==> src/rtl/rtc_emu_pkg.sv <==
package rtc_emu_pkg;
  localparam int FLAG_W       = 16;
  localparam int FLG_UPD      = 4;
  localparam int FLG_ALM      = 5;
  localparam int FLG_PER      = 6;
  localparam int FLG_IRQ      = 7;
  localparam int CNT_LSB      = 8;
  localparam int EVT_COUNT    = 1;
  localparam int BASE_MIN_LOG = 6;
  localparam int RATE_W       = 4;

  typedef enum logic [1:0] {
    ST_IDLE = 2'd0,
    ST_DIV  = 2'd1,
    ST_EMIT = 2'd2
  } seq_state_t;
endpackage

==> src/rtl/rtc_rate_sel.sv <==
module rtc_rate_sel
  import rtc_emu_pkg::*;
#(
  parameter int CNT_W   = 32,
  parameter int SEC_LOG = 20
) (
  input  logic              per_en,
  input  logic [RATE_W-1:0] per_log2,
  output logic [RATE_W-1:0] base_log,
  output logic [CNT_W-1:0]  step,
  output logic [CNT_W-1:0]  ratio
);
  localparam logic [RATE_W-1:0] MIN_LOG = RATE_W'(BASE_MIN_LOG);
  localparam logic [5:0]        SEC_L6  = 6'(SEC_LOG);
  localparam logic [CNT_W-1:0]  ONE     = CNT_W'(1);

  always_comb begin
    base_log = (per_en && (per_log2 > MIN_LOG)) ? per_log2 : MIN_LOG;
    step     = ONE << (SEC_L6 - {2'b00, base_log});
    if (per_log2 <= base_log)
      ratio = ONE << ({2'b00, base_log} - {2'b00, per_log2});
    else
      ratio = ONE;
  end
endmodule

==> src/rtl/rtc_lost_div.sv <==
module rtc_lost_div #(
  parameter int W = 32
) (
  input  logic         clk,
  input  logic         rst_n,
  input  logic         start,
  input  logic [W-1:0] dividend,
  input  logic [W-1:0] divisor,
  output logic         done,
  output logic [W-1:0] quotient,
  output logic [W-1:0] remainder
);
  localparam int CW = $clog2(W + 1);

  logic [W-1:0]  quo_q, rem_q, dvs_q;
  logic [CW-1:0] cnt_q;
  logic          done_q;
  logic [W:0]    trial, diff;
  logic          fits;

  always_comb begin
    trial = {rem_q, quo_q[W-1]};
    diff  = trial - {1'b0, dvs_q};
    fits  = trial >= {1'b0, dvs_q};
  end

  always_ff @(posedge clk) begin
    if (!rst_n) begin
      quo_q  <= '0;
      rem_q  <= '0;
      dvs_q  <= '0;
      cnt_q  <= '0;
      done_q <= 1'b0;
    end else begin
      done_q <= 1'b0;
      if (start) begin
        quo_q <= dividend;
        rem_q <= '0;
        dvs_q <= divisor;
        cnt_q <= CW'(W);
      end else if (cnt_q != '0) begin
        if (fits) begin
          rem_q <= diff[W-1:0];
          quo_q <= {quo_q[W-2:0], 1'b1};
        end else begin
          rem_q <= trial[W-1:0];
          quo_q <= {quo_q[W-2:0], 1'b0};
        end
        cnt_q <= cnt_q - CW'(1);
        if (cnt_q == CW'(1)) done_q <= 1'b1;
      end
    end
  end

  assign done      = done_q;
  assign quotient  = quo_q;
  assign remainder = rem_q;

  // the remainder handed back is always below the divisor
  p_rem_bound_r10: assert property (@(posedge clk) disable iff (!rst_n)
    done_q |-> (rem_q < dvs_q));
  // completion is a single-cycle pulse
  p_done_pulse_r10: assert property (@(posedge clk) disable iff (!rst_n)
    done_q |=> !done_q);
endmodule

==> src/rtl/rtc_evt_eval.sv <==
module rtc_evt_eval
  import rtc_emu_pkg::*;
#(
  parameter int CNT_W  = 32,
  parameter int TIME_W = 8
) (
  input  logic              upd_en,
  input  logic              alm_en,
  input  logic              per_en,
  input  logic [TIME_W-1:0] hr,
  input  logic [TIME_W-1:0] min,
  input  logic [TIME_W-1:0] sec,
  input  logic [TIME_W-1:0] alm_hr,
  input  logic [TIME_W-1:0] alm_min,
  input  logic [TIME_W-1:0] alm_sec,
  input  logic [TIME_W-1:0] last_sec,
  input  logic [CNT_W-1:0]  pcount,
  input  logic [CNT_W-1:0]  ratio,
  output logic              upd_hit,
  output logic              per_hit,
  output logic              fire,
  output logic [FLAG_W-1:0] word
);
  logic alm_hit;

  always_comb begin
    upd_hit = upd_en && (sec != last_sec);
    alm_hit = alm_en && (hr == alm_hr) && (min == alm_min) && (sec == alm_sec);
    per_hit = per_en && (({1'b0, pcount} + (CNT_W+1)'(1)) >= {1'b0, ratio});
    fire    = upd_hit || alm_hit || per_hit;
    word    = '0;
    if (fire) begin
      word[FLG_UPD] = upd_hit;
      word[FLG_ALM] = alm_hit;
      word[FLG_PER] = per_hit;
      word[FLG_IRQ] = 1'b1;
      word[FLAG_W-1:CNT_LSB] = (FLAG_W-CNT_LSB)'(EVT_COUNT);
    end
  end
endmodule

==> src/rtl/rtc_irq_emu.sv <==
module rtc_irq_emu
  import rtc_emu_pkg::*;
#(
  parameter int CNT_W   = 32,
  parameter int TIME_W  = 8,
  parameter int SEC_LOG = 20
) (
  input  logic              clk,
  input  logic              rst_n,
  input  logic              strb_valid,
  output logic              strb_ready,
  input  logic [CNT_W-1:0]  cnt_now,
  input  logic [TIME_W-1:0] tod_hr,
  input  logic [TIME_W-1:0] tod_min,
  input  logic [TIME_W-1:0] tod_sec,
  input  logic              upd_en,
  input  logic              alm_en,
  input  logic              per_en,
  input  logic [TIME_W-1:0] alm_hr,
  input  logic [TIME_W-1:0] alm_min,
  input  logic [TIME_W-1:0] alm_sec,
  input  logic [3:0]        per_log2,
  output logic              tmr_en,
  output logic [CNT_W-1:0]  deadline,
  output logic [CNT_W-1:0]  step,
  output logic [3:0]        base_log,
  output logic              irq,
  output logic [15:0]       flags
);
  seq_state_t        state;
  logic              tmr_en_q, pie_q, irq_q;
  logic [3:0]        rate_q;
  logic [CNT_W-1:0]  dl_q, step_l, cnt_l, pcount_q, ratio;
  logic [TIME_W-1:0] t_hr, t_min, t_sec, last_sec_q;
  logic [15:0]       flags_q;

  logic              any_en, accept, behind, pc_clear;
  logic [CNT_W-1:0]  nd, lag, div_quo, div_rem, ahead;
  logic [CNT_W:0]    credit;
  logic              div_done, upd_hit, per_hit, fire;
  logic [FLAG_W-1:0] word;

  rtc_rate_sel #(.CNT_W(CNT_W), .SEC_LOG(SEC_LOG)) u_rate (
    .per_en(per_en), .per_log2(per_log2),
    .base_log(base_log), .step(step), .ratio(ratio)
  );

  always_comb begin
    any_en   = upd_en || alm_en || per_en;
    accept   = strb_valid && (state == ST_IDLE) && tmr_en_q;
    nd       = dl_q + step;
    lag      = cnt_now - nd;
    behind   = !lag[CNT_W-1] && (lag != '0);
    pc_clear = (per_en && !pie_q) || (per_log2 != rate_q);
    credit   = {1'b0, pcount_q} + {1'b0, div_quo} + (CNT_W+1)'(2);
    ahead    = dl_q - cnt_l;
  end

  rtc_lost_div #(.W(CNT_W)) u_div (
    .clk(clk), .rst_n(rst_n), .start(accept && behind),
    .dividend(lag), .divisor(step),
    .done(div_done), .quotient(div_quo), .remainder(div_rem)
  );

  rtc_evt_eval #(.CNT_W(CNT_W), .TIME_W(TIME_W)) u_eval (
    .upd_en(upd_en), .alm_en(alm_en), .per_en(per_en),
    .hr(t_hr), .min(t_min), .sec(t_sec),
    .alm_hr(alm_hr), .alm_min(alm_min), .alm_sec(alm_sec),
    .last_sec(last_sec_q), .pcount(pcount_q), .ratio(ratio),
    .upd_hit(upd_hit), .per_hit(per_hit), .fire(fire), .word(word)
  );

  always_ff @(posedge clk) begin
    if (!rst_n) begin
      state      <= ST_IDLE;
      tmr_en_q   <= 1'b0;
      pie_q      <= 1'b0;
      rate_q     <= '0;
      irq_q      <= 1'b0;
      flags_q    <= '0;
      dl_q       <= '0;
      step_l     <= '0;
      cnt_l      <= '0;
      pcount_q   <= '0;
      t_hr       <= '0;
      t_min      <= '0;
      t_sec      <= '0;
      last_sec_q <= '0;
    end else begin
      pie_q    <= per_en;
      rate_q   <= per_log2;
      tmr_en_q <= any_en;
      irq_q    <= 1'b0;
      case (state)
        ST_IDLE: if (accept) begin
          t_hr   <= tod_hr;
          t_min  <= tod_min;
          t_sec  <= tod_sec;
          cnt_l  <= cnt_now;
          step_l <= step;
          if (behind) begin
            state <= ST_DIV;
          end else begin
            dl_q  <= nd;
            state <= ST_EMIT;
          end
        end
        ST_DIV: if (div_done) begin
          // deadline + step + (q+2)*step reduces to cnt - rem + 2*step
          dl_q <= cnt_l - div_rem + {step_l[CNT_W-2:0], 1'b0};
          if (per_en)
            pcount_q <= credit[CNT_W] ? '1 : credit[CNT_W-1:0];
          state <= ST_EMIT;
        end
        ST_EMIT: begin
          irq_q   <= fire;
          flags_q <= word;
          if (upd_hit) last_sec_q <= t_sec;
          if (per_en) pcount_q <= per_hit ? '0 : pcount_q + CNT_W'(1);
          state <= ST_IDLE;
        end
        default: state <= ST_IDLE;
      endcase
      if (pc_clear) pcount_q <= '0;
      if (any_en && !tmr_en_q) dl_q <= cnt_now + step;
    end
  end

  assign strb_ready = (state == ST_IDLE);
  assign tmr_en     = tmr_en_q;
  assign deadline   = dl_q;
  assign irq        = irq_q;
  assign flags      = flags_q;

  // the base rate never drops below 64 Hz and the step is a power of two
  p_base_floor_r2: assert property (@(posedge clk) disable iff (!rst_n)
    base_log >= 4'(BASE_MIN_LOG));
  p_step_pow2_r2: assert property (@(posedge clk) disable iff (!rst_n)
    $countones(step) == 1);
  // arming from the all-off state starts from the live counter
  p_arm_r3: assert property (@(posedge clk) disable iff (!rst_n)
    (any_en && !tmr_en_q) |=> (tmr_en_q && (dl_q == $past(cnt_now + step))));
  // the interrupt never lasts more than one cycle
  p_irq_pulse_r5: assert property (@(posedge clk) disable iff (!rst_n)
    irq_q |=> !irq_q);
  // every interrupt carries a source flag, the summary bit and a count of one
  p_summary_r9: assert property (@(posedge clk) disable iff (!rst_n)
    irq_q |-> (flags_q[FLG_IRQ] && (flags_q[15:8] == 8'd1) && (|flags_q[6:4])));
  // after catch-up the deadline lies ahead of the counter seen at the strobe
  p_future_r10: assert property (@(posedge clk) disable iff (!rst_n)
    ((state == ST_DIV) && div_done && tmr_en_q && any_en) |=>
      (!ahead[CNT_W-1] && (ahead != '0)));
endmodule

==> config.mk <==
export PLATFORM = sky130hd
export DESIGN_NAME = rtc_irq_emu
export DESIGN_NICKNAME = d
export VERILOG_FILES = /design/src/rtl/rtc_emu_pkg.sv /design/src/rtl/rtc_rate_sel.sv /design/src/rtl/rtc_lost_div.sv /design/src/rtl/rtc_evt_eval.sv /design/src/rtl/rtc_irq_emu.sv
export SDC_FILE = /design/constraint.sdc
export NUM_CORES = 1
export LEC_CHECK = 0
export ABC_AREA = 1
export BUFFER_PORTS_ARGS = -buffer_cell sky130_fd_sc_hd__buf_2
export CAP_MARGIN = 20
export CELL_PAD_IN_SITES_DETAIL_PLACEMENT = 1
export CELL_PAD_IN_SITES_GLOBAL_PLACEMENT = 1
export CORE_MARGIN = 5
export CORE_UTILIZATION = 45
export CTS_CLUSTER_DIAMETER = 200
export DETAILED_ROUTE_END_ITERATION = 10
export PLACE_DENSITY_LB_ADDON = 0.1
export SYNTH_ARGS = -nofsm -noshare
export SYNTH_HDL_FRONTEND = slang
export SYNTH_SLANG_ARGS = --single-unit
==> constraint.sdc <==
create_clock -name clk -period 6.3 [get_ports clk]
set_input_delay 0.63 -clock clk [delete_from_list [all_inputs] [get_ports clk]]
set_output_delay 0.63 -clock clk [all_outputs]
set_load 0.02 [all_outputs]
### Word level (Yosys, flattened, before mapping)

Cells that the tools add are included.

| operators by class | value |
|---|---|
| $add $sub $neg | 13 |
| order comparisons | 4 |
| equal/unequal tests | 15 |
| shifts and indexed selects | 2 |
| multiplexer cells | 25 |
| bitwise operators | 2 |
| reductions and logical operators | 35 |

Operator list:

| operator | number |
|---|---|
| 2-to-1 mux 32 bit | 13 |
| case mux 32 bit (2 select lines) | 2 |
| adder 32 bit | 3 |
| subtractor 32 bit | 3 |
| greater-or-equal comparator 33 x 32 -> 1 bit | 2 |
| << shifter 1 x 6 -> 32 bit, first input constant | 2 |
| adder 32 x 1 -> 33 bit, second input constant | 1 |
| adder 32 x 32 -> 33 bit | 1 |
| adder 33 x 2 -> 33 bit, second input constant | 1 |
| adder 32 x 1 -> 32 bit, second input constant | 1 |
| nonzero test 32 bit | 1 |
| == test 8 bit | 3 |
| logical AND 1 bit | 12 |
| 2-to-1 mux 6 bit | 2 |
| inequality test 8 bit | 1 |
| AND reduction 2 bit | 4 |
| AND reduction 4 bit | 2 |
| == test 6 x 1 -> 1 bit, second input constant | 1 |
| 2-to-1 mux 2 bit | 3 |
| inequality test 3 x 2 -> 1 bit, second input constant | 2 |
| nonzero test 6 bit | 1 |
| subtractor 5 x 4 -> 6 bit, first input constant | 1 |
| subtractor 6 x 1 -> 6 bit, second input constant | 1 |
| logical OR 1 bit | 5 |
| 20 further kinds | 28 |

| word-level totals | value |
|---|---|
| register bits after elaboration | 283 |
| input port bits | 90 |
| word-level logic and storage cells | 116 |

### Longest topological paths before layout

Gate-level depths: netlist of run 1.

| logic depth | value |
|---|---|
| depth in word-level cells | 13 |
| depth in mapped cells | 45 |
| depth with buffers taken out | 43 |

### Hierarchy

A second synthesis of run 1 with hierarchy kept.

| unflattened totals | value |
|---|---|
| cell total of the unflattened synthesis | 4,468 |
| area, all modules | 27,752.9 um^2 |

Modules (own cells, without submodules):

| module | instances | cells each | area each (um^2) | sequential area each (um^2) |
|---|---|---|---|---|
| rtc_irq_emu | 1 | 2,802 | 17,844.6 | 3,683.5 |
| rtc_lost_div | 1 | 1,103 | 6,705.2 | 2,062.0 |
| rtc_evt_eval | 1 | 450 | 2,511.2 | 0.0 |
| rtc_rate_sel | 1 | 113 | 691.9 | 0.0 |

### Worst setup path after synthesis of run 1

OpenSTA, ideal clock, no wires.

| timing path | value |
|---|---|
| path type | input port to flip-flop |
| start point | input per_log2[2] |
| end point | register dl_q[9] (netlist: deadline[9]) |
| setup time | 113 ps |
| data arrival time | 6,614 ps |
| data required time | 6,187 ps |
| setup slack | -426 ps |
| cell stages on the path | 38 |
| path through | clkbuf_1 > nand3_1 > nand2_1 > inv_1 > nor2_1 > inv_1 > nor2_1 > inv_1 > nor3_1 > ha_1 > nand2_1 > nor2_1 > a21oi_1 > nand2_1 > nand3_1 > nand2_1 > a31oi_1 > o21ai_0 > [2 not listed] > xnor2_1 > ha_1 > inv_1 > nor2_2 > nand2_1 > nor2_1 > nand3b_1 > nand4_1 > nand3_1 > nor2_1 > nand3_2 > nand3_1 > nand2_2 > nand2_2 > buf_4 > nand2_1 > nand2_1 > nor2_1 |

| between the ends | value |
|---|---|
| word-level cells in the longest chain between the ends | 11 |

Ends and longest elaborated chain:

| element | RTL line | text |
|---|---|---|
| start, declared | rtc_irq_emu.sv:22 | `input logic [3:0] per_log2,` |
| greater-than comparator 4 x 3 -> 1 bit | rtc_rate_sel.sv:18 | `base_log = (per_en && (per_log2 > MIN_LOG)) ? per_log2 : MIN_LOG;` |
| logical AND 1 bit | rtc_rate_sel.sv:18 |  |
| 2-to-1 mux 4 bit * | rtc_rate_sel.sv:18 |  |
| subtractor 5 x 4 -> 6 bit * | rtc_rate_sel.sv:19 | `step = ONE << (SEC_L6 - {2'b00, base_log});` |
| << shifter 1 x 6 -> 32 bit * | rtc_rate_sel.sv:19 |  |
| via step[14] | rtc_irq_emu.sv:25 | `output logic [CNT_W-1:0] step,` |
| adder 32 bit * | rtc_irq_emu.sv:51 | `nd = dl_q + step;` |
| subtractor 32 bit * | rtc_irq_emu.sv:52 | `lag = cnt_now - nd;` |
| nonzero test 32 bit or logical NOT 1 bit (tied branches) | rtc_irq_emu.sv:53 | `behind = !lag[CNT_W-1] && (lag != '0);` |
| logical AND 1 bit * | rtc_irq_emu.sv:53 |  |
| inequality test 3 x 2 -> 1 bit (no source line) * | n/a |  |
| AND reduction 4 bit (no source line) * | n/a |  |
| end signal, assigned | rtc_irq_emu.sv:104 | `dl_q <= nd;` |
| end signal, assigned | rtc_irq_emu.sv:110 | `dl_q <= cnt_l - div_rem + {step_l[CNT_W-2:0], 1'b0};` |
| end signal, assigned | rtc_irq_emu.sv:125 | `if (any_en && !tmr_en_q) dl_q <= cnt_now + step;` |
| end, declared | rtc_irq_emu.sv:33 | `logic [CNT_W-1:0] dl_q, step_l, cnt_l, pcount_q, ratio;` |

The timed path passes the listed nets; every way through them passes the cells marked *. The select of a mux whose other input is x is not followed.
A chain may end at the register's enable or synchronous reset.

### Worst setup path in the final report of run 1

| timing path | value |
|---|---|
| start point | input per_log2[1] |
| end point | register u_div.quo_q[27] (netlist: u_div.quotient[27]) |

| between the ends | value |
|---|---|
| word-level cells in the longest chain between the ends | 11 |

Ends and longest elaborated chain:

| element | RTL line | text |
|---|---|---|
| greater-than comparator 4 x 3 -> 1 bit | rtc_rate_sel.sv:18 |  |
| logical AND 1 bit | rtc_rate_sel.sv:18 |  |
| 2-to-1 mux 4 bit * | rtc_rate_sel.sv:18 |  |
| subtractor 5 x 4 -> 6 bit * | rtc_rate_sel.sv:19 |  |
| << shifter 1 x 6 -> 32 bit * | rtc_rate_sel.sv:19 |  |
| adder 32 bit * | rtc_irq_emu.sv:51 |  |
| subtractor 32 bit * | rtc_irq_emu.sv:52 |  |
| nonzero test 32 bit or logical NOT 1 bit (tied branches) | rtc_irq_emu.sv:53 |  |
| logical AND 1 bit | rtc_irq_emu.sv:53 |  |
| logical AND 1 bit | rtc_irq_emu.sv:60 | `.clk(clk), .rst_n(rst_n), .start(accept && behind),` |
| 2-to-1 mux 32 bit or nonzero test 2 bit (tied branches) | n/a |  |
| end signal, assigned | rtc_lost_div.sv:37 | `quo_q <= dividend;` |
| end signal, assigned | rtc_lost_div.sv:44 | `quo_q <= {quo_q[W-2:0], 1'b1};` |
| end signal, assigned | rtc_lost_div.sv:47 | `quo_q <= {quo_q[W-2:0], 1'b0};` |
| end, declared | rtc_lost_div.sv:15 | `logic [W-1:0] quo_q, rem_q, dvs_q;` |

Mark *: on every way between the ends. The rest lies on a longest branch, timed or not.

==> impl_metrics.yaml, run 1 <==
timing:
  maxSlewHeadroom_pct: 28.3
  tightest_slew_ps: 1070
  period_share_pct: 92.1
  slew_viol_final: 0
  setup_ws_ps: 499
  holdWs_ps: 313
  finalCriticalPeriod_ps: 5800
  finalHoldViolations: 0
  setup_viol: 0
  max_clock_freq_mhz: 172
  skew_ps: 21.3
worst_setup_path:
  critPathMaxStageDelay_ps: 400
  cp-start-kind: "input port"
  cp_slowest_cell: "ha_1"
  worstSetupEndpointType: "register"
  reg2reg_slack_ps: 810
  crit_required_ps: 6770
  cp.arrival_ps: 6270
  cp_max_fo: 35
  worstSetupPathType: "in2reg"
  critPathMostFrequentCell: "nand2_1"
floorplan:
  io_pins: 177
  core_area_sq_mm: 0.0554
  fp.dieH_microns: 247
  rows: 86
  dieArea_sq_mm: 0.0610
  start_util_pct: 45.6
  die_w_microns: 247
cells_and_area:
  layout_common_cells: "nand2_1, inv_1, a21oi_1"
  nNetsFinal: 4487
  area_delta_synth_final_pct: 12.2
  drive_gt1_share_pct: 9.08
  fin_util_pct: 51.2
  final_common_cell: "nand2_1"
global_route:
  grt_pass1_wl_microns: 145000
  grt_overflow: 0
  grt_usage_pct: 29.3
  grt_max_degree: 84
  grt_pass1_vias: 27100
  antenna_found_initial: 2
clock_network:
  cts_setup_buffers: 0
  ctsRootBufferMaster: "clkbuf_16"
  cts_buffers: 36
  clock_latency_ps: 570
  htree_num_levels: 2
  cts_sinks: 275
  clk_path_buf_depth: 3
  cts_tree: "yes"
  cts.reportedPaths.clkPinSlew_ps: 60
  cts-hold-fix-buffers: 0
min_path:
  worstHoldPathType: "in2reg"
yosys:
  ys.flop_type: "dfxtp_1"
  synth_top_family_by_area: "simple AND/OR/NAND/NOR gates"
  synth_area_sq_mm: 0.0253
  yosysUniqueCellTypes: 63
  ys_seq_elements: 275
  synthSimpleGateAreaFrac_pct: 27.9
  synthArstFlopShare_pct: 0
  synthAdderAreaFrac_pct: 15.0
  seq_area_frac_synth_pct: 21.8
  syn_inst: 3920
  synth_compound_area_share_pct: 17.4
  syn_area_per_cell_sq_um: 6.45
  yosys_warnings: 0
  synth.area.mux_share_pct: 0.0396
  synth_xor_area_share_pct: 5.64
  synth_edf_count: 0
routing:
  via_count: 26400
  routedWlPerCell_microns: 18.7
  drc: 0
  wl_microns: 91200
  ant_nets: 0
  first_iter_violations: 1389
  vias_per_cell: 5.41
  drtPass1Iterations: 5
status:
  status: "finished clean"
power:
  power.density_mw_per_mm2: 406
  p_leak_nw: 14.5
  ir_worst_vdd_mv: 0.252
job:
  maxCapViolations: 0
placement:
  hpwl_microns: 72700
  port_buffers: 143
  post-place-ws_ps: -179
  gp_congestion: 0.937
[routing by layer]
| layer | global-route usage, % | share of wire (%) | vias to the layer above | wire (microns) |
|---|---|---|---|---|
| li1 | - | - | 13100 | - |
| met3 | 2.76 | 3.8 | 131 | 3500 |
| met5 | 0 | 0 | - | 0 |
| met1 | 38.9 | 46 | 12700 | 41700 |
| met2 | 51.0 | 48 | 462 | 43400 |
| met4 | 8.02 | 2.9 | 0 | 2650 |
[synth_stat cells, drive strengths merged, types with 12 or more instances]
master  count  share of area, %
nand2     860                13
inv       600               8.9
a21oi     398               8.0
nor2      327               5.0
dfxtp     275                22
nand3     267               5.7
o21ai     261               5.2
ha        246                12
xor2      107               3.7
clkbuf     86               1.3
nor3       73               1.5
buf        71               1.9
xnor2      56               1.9
nand4      45               1.1
fa         36               2.8
nand3b     32              0.98
o211ai     29              0.86
a211oi     16              0.51
nor4       16              0.40
a21o       14              0.42
a31oi      12              0.30
[kinds of logic after synthesis]
| group | Yosys count |
|---|---|
| AOI/OAI and AO/OA | 798 |
| xor gates and xnor gates | 163 |
| adders and majority gates | 282 |
| buffers and inverters | 762 |
| DFF | 275 |
| muxes | 1 |
| other | 2 |
| and+or+nand+nor | 1637 |
[area by class of cell]
type                            instances  area [sq um]
Sequential cell                       275          5510
Timing Repair Buffer                  222          1370
Clock inverter                         13           105
Clock buffer                           50          1040
Tap cell                              748           936
Fill cell                            7626         27000
Antenna cell                            2          5.00
Multi-Input combinational cell       2975         17100
Inverter                              605          2270
[path summary, 6_finish.rpt]
| check | from | to | cells after the start |
|---|---|---|---|
| worst min register to register | u_div.dvs_q[16]$_SDFFE_PN0P_ | u_div.dvs_q[16]$_SDFFE_PN0P_ | 2 |
| worst min-delay path | tod_hr[6] | t_hr[6]$_SDFFE_PN0P_ | 3 |
| worst max register to register | pcount_q[0]$_SDFFE_PP0P_ | pcount_q[4]$_SDFFE_PP0P_ | 27 |
| worst max-delay path | per_log2[1] | u_div.quotient[27]$_SDFFE_PN0P_ | 40 |
[worst max-delay path: cells and delay by family]
kind                       cells  cell delay (ps)
AOI/OAI and AO/OA              2              430
xor gates and xnor gates       1              220
adders and majority gates      2              770
buffers and inverters          9             1170
and+or+nand+nor               26             3010
[state kept, by name (all words and copies together), names as in the netlist, 2 cells and up]
name and cells:
pcount_q 32, cnt_l 32, t_sec 8, u_div.remainder 32, deadline 32, rate_q 4, last_sec_q 8, t_min 8
step_l 31, u_div.cnt_q 6, u_div.quotient 32, flags 4, state 2, t_hr 8, u_div.dvs_q 32
[metrics by stage]
stage          power, mW  TNS (ps)  cell area [sq um]  instances
6_report            11.5         0              28400       4890
5_1_grt             12.4     -29.9              28400       4890
4_1_cts             11.4         0              28300       4888
3_5_place_dp        9.30     -4830              27200       4825
3_3_place_gp        9.18    -0.547              27200       4824
2_1_floorplan       7.21         0              25700       4012
[report_power, final]
part	total (mW)	switching, mW	internal, mW
Sequential	2.36	0.307	2.05
Clock	2.04	0.874	1.17
Combinational	7.12	4.74	2.39
Total	11.5	5.92	5.60
[timing repair]
item / CTS / global route
hold endpoints to repair: 0 / 0
gates resized for setup: 0 / 7
setup endpoints to repair: 0 / 101
No activity file was read; power rests on OpenSTA's default activity.
==> run 2: changes to the inputs <==
Settings changed: CELL_PAD_IN_SITES_DETAIL_PLACEMENT 1 to 0, CELL_PAD_IN_SITES_GLOBAL_PLACEMENT 1 to 2, CORE_UTILIZATION 45 to 34.
==> impl_metrics.yaml, run 2 (synthesized netlist as in run 1, its figures left out) <==
global_route:
  grt_pass1_vias: 24400
  grt_overflow: 0
  grt_pass1_wl_microns: 145000
  grt_max_degree: 75
  grt_usage_pct: 23.3
  antenna_found_initial: 0
floorplan:
  die_w_microns: 283
  dieArea_sq_mm: 0.0799
  fp.dieH_microns: 283
  start_util_pct: 34.1
  rows: 100
  io_pins: 177
  core_area_sq_mm: 0.0741
min_path:
  holdPathStages: 3
  hold_end: "t_hr[6]$_SDFFE_PN0P_"
  min-delay-start: "tod_hr[6]"
  worstHoldPathType: "in2reg"
timing:
  skew_ps: 34.8
  period_share_pct: 88.4
  max_clock_freq_mhz: 180
  slew_viol_final: 0
  setup_viol: 0
  finalHoldViolations: 0
  setup_tns_ps: 0
  finalCriticalPeriod_ps: 5570
  rsz0062_at_grt: "no"
  tightest_slew_ps: 1070
  maxSlewHeadroom_pct: 28.5
  setup_ws_ps: 729
worst_setup_path:
  critPathMostFrequentCell: "nand2_1"
  crit_required_ps: 6800
  reg2reg_slack_ps: 990
  cp.arrival_ps: 6070
  cp_max_fo: 22
  worstSetupEndpointType: "register"
  worstSetupPathType: "in2reg"
  r2r-start: "pcount_q[0]$_SDFFE_PP0P_"
  reg2reg_depth: 28
  cp-start-kind: "input port"
  cp_slowest_cell: "ha_1"
  critPathMaxStageDelay_ps: 310
  worstReg2RegEnd: "pcount_q[20]$_SDFFE_PP0P_"
clock_network:
  cts_buffers: 39
  htree_num_levels: 2
  cts_tree: "yes"
  cts.reportedPaths.clkPinSlew_ps: 60
  ctsRootBufferMaster: "clkbuf_16"
  cts_sinks: 275
  clock_latency_ps: 590
  clk_path_buf_depth: 3
  cts-hold-fix-buffers: 0
cells_and_area:
  n_fill_cell: 8379
  layout_common_cells: "nand2_1, inv_1, a21oi_1"
  drive_gt1_share_pct: 10.8
  finalInstanceArea_sq_mm: 0.0295
  final_common_cell: "nand2_1"
  nNetsFinal: 4564
  seq_area_sq_mm: 0.00551
  area_delta_synth_final_pct: 16.6
  multi_input_area_sq_mm: 0.0171
  fin_util_pct: 39.8
routing:
  vias_per_cell: 4.87
  drtPass1Iterations: 5
  first_iter_violations: 1450
  drc: 0
  wl_microns: 95000
  routedWlPerCell_microns: 18.3
  ant_nets: 0
  via_count: 25300
status:
  status: "finished clean"
placement:
  port_buffers: 143
  hpwl_microns: 76300
  post-place-ws_ps: -61.1
  dpl_cell_area_sq_mm: 0.0280
  gp_congestion: 0.907
power:
  power.density_mw_per_mm2: 413
  ir_worst_vdd_mv: 0.221
  p_leak_nw: 15.0
job:
  maxCapViolations: 0
-- run 2: cell types whose count changed in the layout (fill, tap and decap cells not counted), moves of 2 or more --
| cell | change |
|---|---|
| nor2_2 | -3 |
| clkinv_16 | +2 |
| clkbuf_1 | +2 |
| clkinvlp_4 | +4 |
| clkbuf_8 | -2 |
| buf_4 | +71 |
| clkbuf_16 | +3 |
| clkinv_2 | -4 |
| bufinv_16 | +6 |
| inv_6 | -2 |
| nor2_4 | +2 |
-- run 2: metal layers --
layer | share of wire, % | vias up | global-route usage (%)
li1 | - | 13300 | -
met1 | 49 | 11600 | 32.4
met2 | 45 | 357 | 38.4
met3 | 3.3 | 103 | 2.81
met4 | 2.7 | 0 | 6.23
met5 | 0 | - | 0
-- run 2: report_power, final --
part	total (mW)	switching [mW]	internal (mW)
Combinational	7.35	4.71	2.64
Sequential	2.36	0.311	2.05
Clock	2.46	0.972	1.49
-- run 2: timing repair --
action	4_1_cts	5_1_grt
gates resized for setup	0	6
endpoints found under the setup margin	0	111
setup buffers	0	0
-- run 2: through the flow --
step / hold WS [ps] / cells / power [mW]
4_1_cts: 255 / 5189 / 12.2
5_1_grt: 293 / 5190 / 13.2
6_report: 291 / 5191 / 12.2
2_1_floorplan: 412 / 4012 / 7.21
3_5_place_dp: 424 / 5119 / 9.67
3_3_place_gp: 422 / 5118 / 9.71
-- run 2: worst max-delay path by stage --
stage                      startpoint                      endpoint  cells after the start  slack, ps
after detailed placement  per_log2[1]  u_div.dvs_q[12]$_SDFFE_PN0P_                     43        -60
final                     per_log2[1]     deadline[28]$_SDFFE_PN0P_                     43        730
after global routing      per_log2[1]     deadline[31]$_SDFFE_PN0P_                     43         30
after floorplan           per_log2[2]      deadline[9]$_SDFFE_PN0P_                     40          1
after CTS                 per_log2[1]  u_div.dvs_q[12]$_SDFFE_PN0P_                     43        550
after global placement    per_log2[1]   u_div.cnt_q[3]$_SDFFE_PP0P_                     41         70
-- run 2: critical path, delay by kind of cell --
kind	cells	cell delay [ps]
and+or+nand+nor	23	2290
adders and majority gates	2	600
xor gates and xnor gates	1	200
buffers and inverters	10	1300
AOI/OAI and AO/OA	7	1040
-- run 2: layout make-up --
class | count | area share [%]
antenna | 1 | 0.00849
clock buffer | 53 | 3.72
multi-input combinational | 2975 | 58.1
inverter | 605 | 7.71
tap | 969 | 4.11
timing repair buffer | 296 | 6.65
sequential | 275 | 18.7
clock inverter | 17 | 1.06
==> run 3: changes to the inputs <==
Settings changed: PLACE_DENSITY_LB_ADDON 0.1 to 0.15.
==> impl_metrics.yaml, run 3 (synthesized netlist as in run 1, its figures left out) <==
cells_and_area:
  seq_area_sq_mm: 0.00551
  multi_input_area_sq_mm: 0.0171
  final_common_cell: "nand2_1"
  n_fill_cell: 8328
  antenna_cells: 0
  drive_gt1_share_pct: 10.7
  area_delta_synth_final_pct: 15.9
  fin_util_pct: 39.6
  nNetsFinal: 4564
  layout_common_cells: "nand2_1, inv_1, a21oi_1"
routing:
  first_iter_violations: 1562
  drc: 0
  routedWlPerCell_microns: 18.1
  vias_per_cell: 4.90
  drtPass1Iterations: 5
  via_count: 25400
  wl_microns: 94100
  ant_nets: 0
worst_setup_path:
  cp_slowest_cell: "xor2_1"
  cp.arrival_ps: 6100
  worstSetupEndpointType: "register"
  worstSetupPathType: "in2reg"
  cp_max_fo: 5
  critPathMaxStageDelay_ps: 400
  critPathMostFrequentCell: "nand2_1"
  cp-start-kind: "input port"
  crit_required_ps: 6760
clock_network:
  cts.reportedPaths.clkPinSlew_ps: 60
  cts-hold-fix-buffers: 0
  clk_path_buf_depth: 3
  cts_setup_buffers: 0
  cts_sinks: 275
  cts_resized: 0
  cts_tree: "yes"
  cts_buffers: 38
  ctsRootBufferMaster: "clkbuf_16"
  htree_num_levels: 2
  clock_latency_ps: 570
timing:
  skew_ps: 41.8
  setup_tns_ps: 0
  tightest_slew_ps: 972
  holdWs_ps: 314
  rsz0062_at_grt: "no"
  maxSlewHeadroom_pct: 35.2
  slew_viol_final: 0
  max_clock_freq_mhz: 177
  finalCriticalPeriod_ps: 5640
  setup_ws_ps: 663
  period_share_pct: 89.5
  finalHoldViolations: 0
  setup_viol: 0
placement:
  post-place-ws_ps: -60.8
  gp_congestion: 0.899
  hpwl_microns: 75600
  port_buffers: 143
floorplan:
  fp.dieH_microns: 283
  io_pins: 177
  dieArea_sq_mm: 0.0799
  rows: 100
  core_area_sq_mm: 0.0741
  die_w_microns: 283
  start_util_pct: 34.1
status:
  status: "finished clean"
job:
  maxCapViolations: 0
global_route:
  antenna_found_initial: 1
  grt_pass1_vias: 24500
  grt_max_degree: 75
  grt_pass1_wl_microns: 144000
  grt_usage_pct: 23.1
  grt_overflow: 0
min_path:
  worstHoldPathType: "in2reg"
power:
  ir_worst_vdd_mv: 0.243
  power.density_mw_per_mm2: 407
  p_leak_nw: 14.9
-- run 3: cell count changes in the layout (fill, tap and decap cells not counted), sizes merged --
| cell | change |
|---|---|
| buf | +1 |
| bufinv | -4 |
| clkbuf | +3 |
| clkinv | -1 |
| clkinvlp | -3 |
| diode | -1 |
| inv | +2 |
-- run 3: worst paths after layout --
kind | from | to | slack, ps | cells after the start
hold / removal | tod_min[1] | t_min[1]$_SDFFE_PN0P_ | 310 | 3
setup reg to reg | pcount_q[0]$_SDFFE_PP0P_ | pcount_q[20]$_SDFFE_PP0P_ | 880 | 27
hold reg to reg | u_div.dvs_q[0]$_SDFFE_PN0P_ | u_div.dvs_q[0]$_SDFFE_PN0P_ | 430 | 2
setup / recovery | per_log2[0] | u_div.cnt_q[3]$_SDFFE_PP0P_ | 660 | 43
-- run 3: critical path, delay by kind of cell --
family / cells / cell delay (ps)
compound gates: 7 / 960
fa+ha+maj: 2 / 540
buf+inv: 9 / 1160
xor+xnor: 1 / 400
simple gates: 24 / 2400
-- run 3: final cells by class --
| type | count | share of cell area (%) |
|---|---|---|
| clock buffers | 56 | 3.78 |
| multi-input cells | 2975 | 58.5 |
| inverters | 605 | 7.75 |
| repair buffers | 297 | 6.64 |
| well taps | 969 | 4.14 |
| clock inverters | 11 | 0.440 |
| flip-flops and latches | 275 | 18.8 |
-- run 3: routing by layer --
metal	wire length (microns)	global-route usage, %	vias to the layer above
li1	-	-	13300
met1	46100	32.7	11700
met2	42900	38.3	375
met3	3080	2.41	80
met4	2000	4.91	2
met5	13	0	-
-- run 3: per-stage QoR --
| stage | area, sq um | std cells | power, mW |
|---|---|---|---|
| 3_3_place_gp | 28000 | 5121 | 9.73 |
| 2_1_floorplan | 25700 | 4012 | 7.21 |
| 3_5_place_dp | 28000 | 5121 | 9.68 |
| 4_1_cts | 29300 | 5188 | 12.0 |
| 6_report | 29300 | 5188 | 11.9 |
| 5_1_grt | 29300 | 5188 | 13.0 |
-- run 3: report_power, final --
| part | switching [mW] | internal (mW) | total (mW) |
|---|---|---|---|
| Clock | 0.892 | 1.30 | 2.19 |
| Combinational | 4.70 | 2.66 | 7.37 |
| Sequential | 0.303 | 2.05 | 2.35 |
| Total | 5.90 | 6.01 | 11.9 |
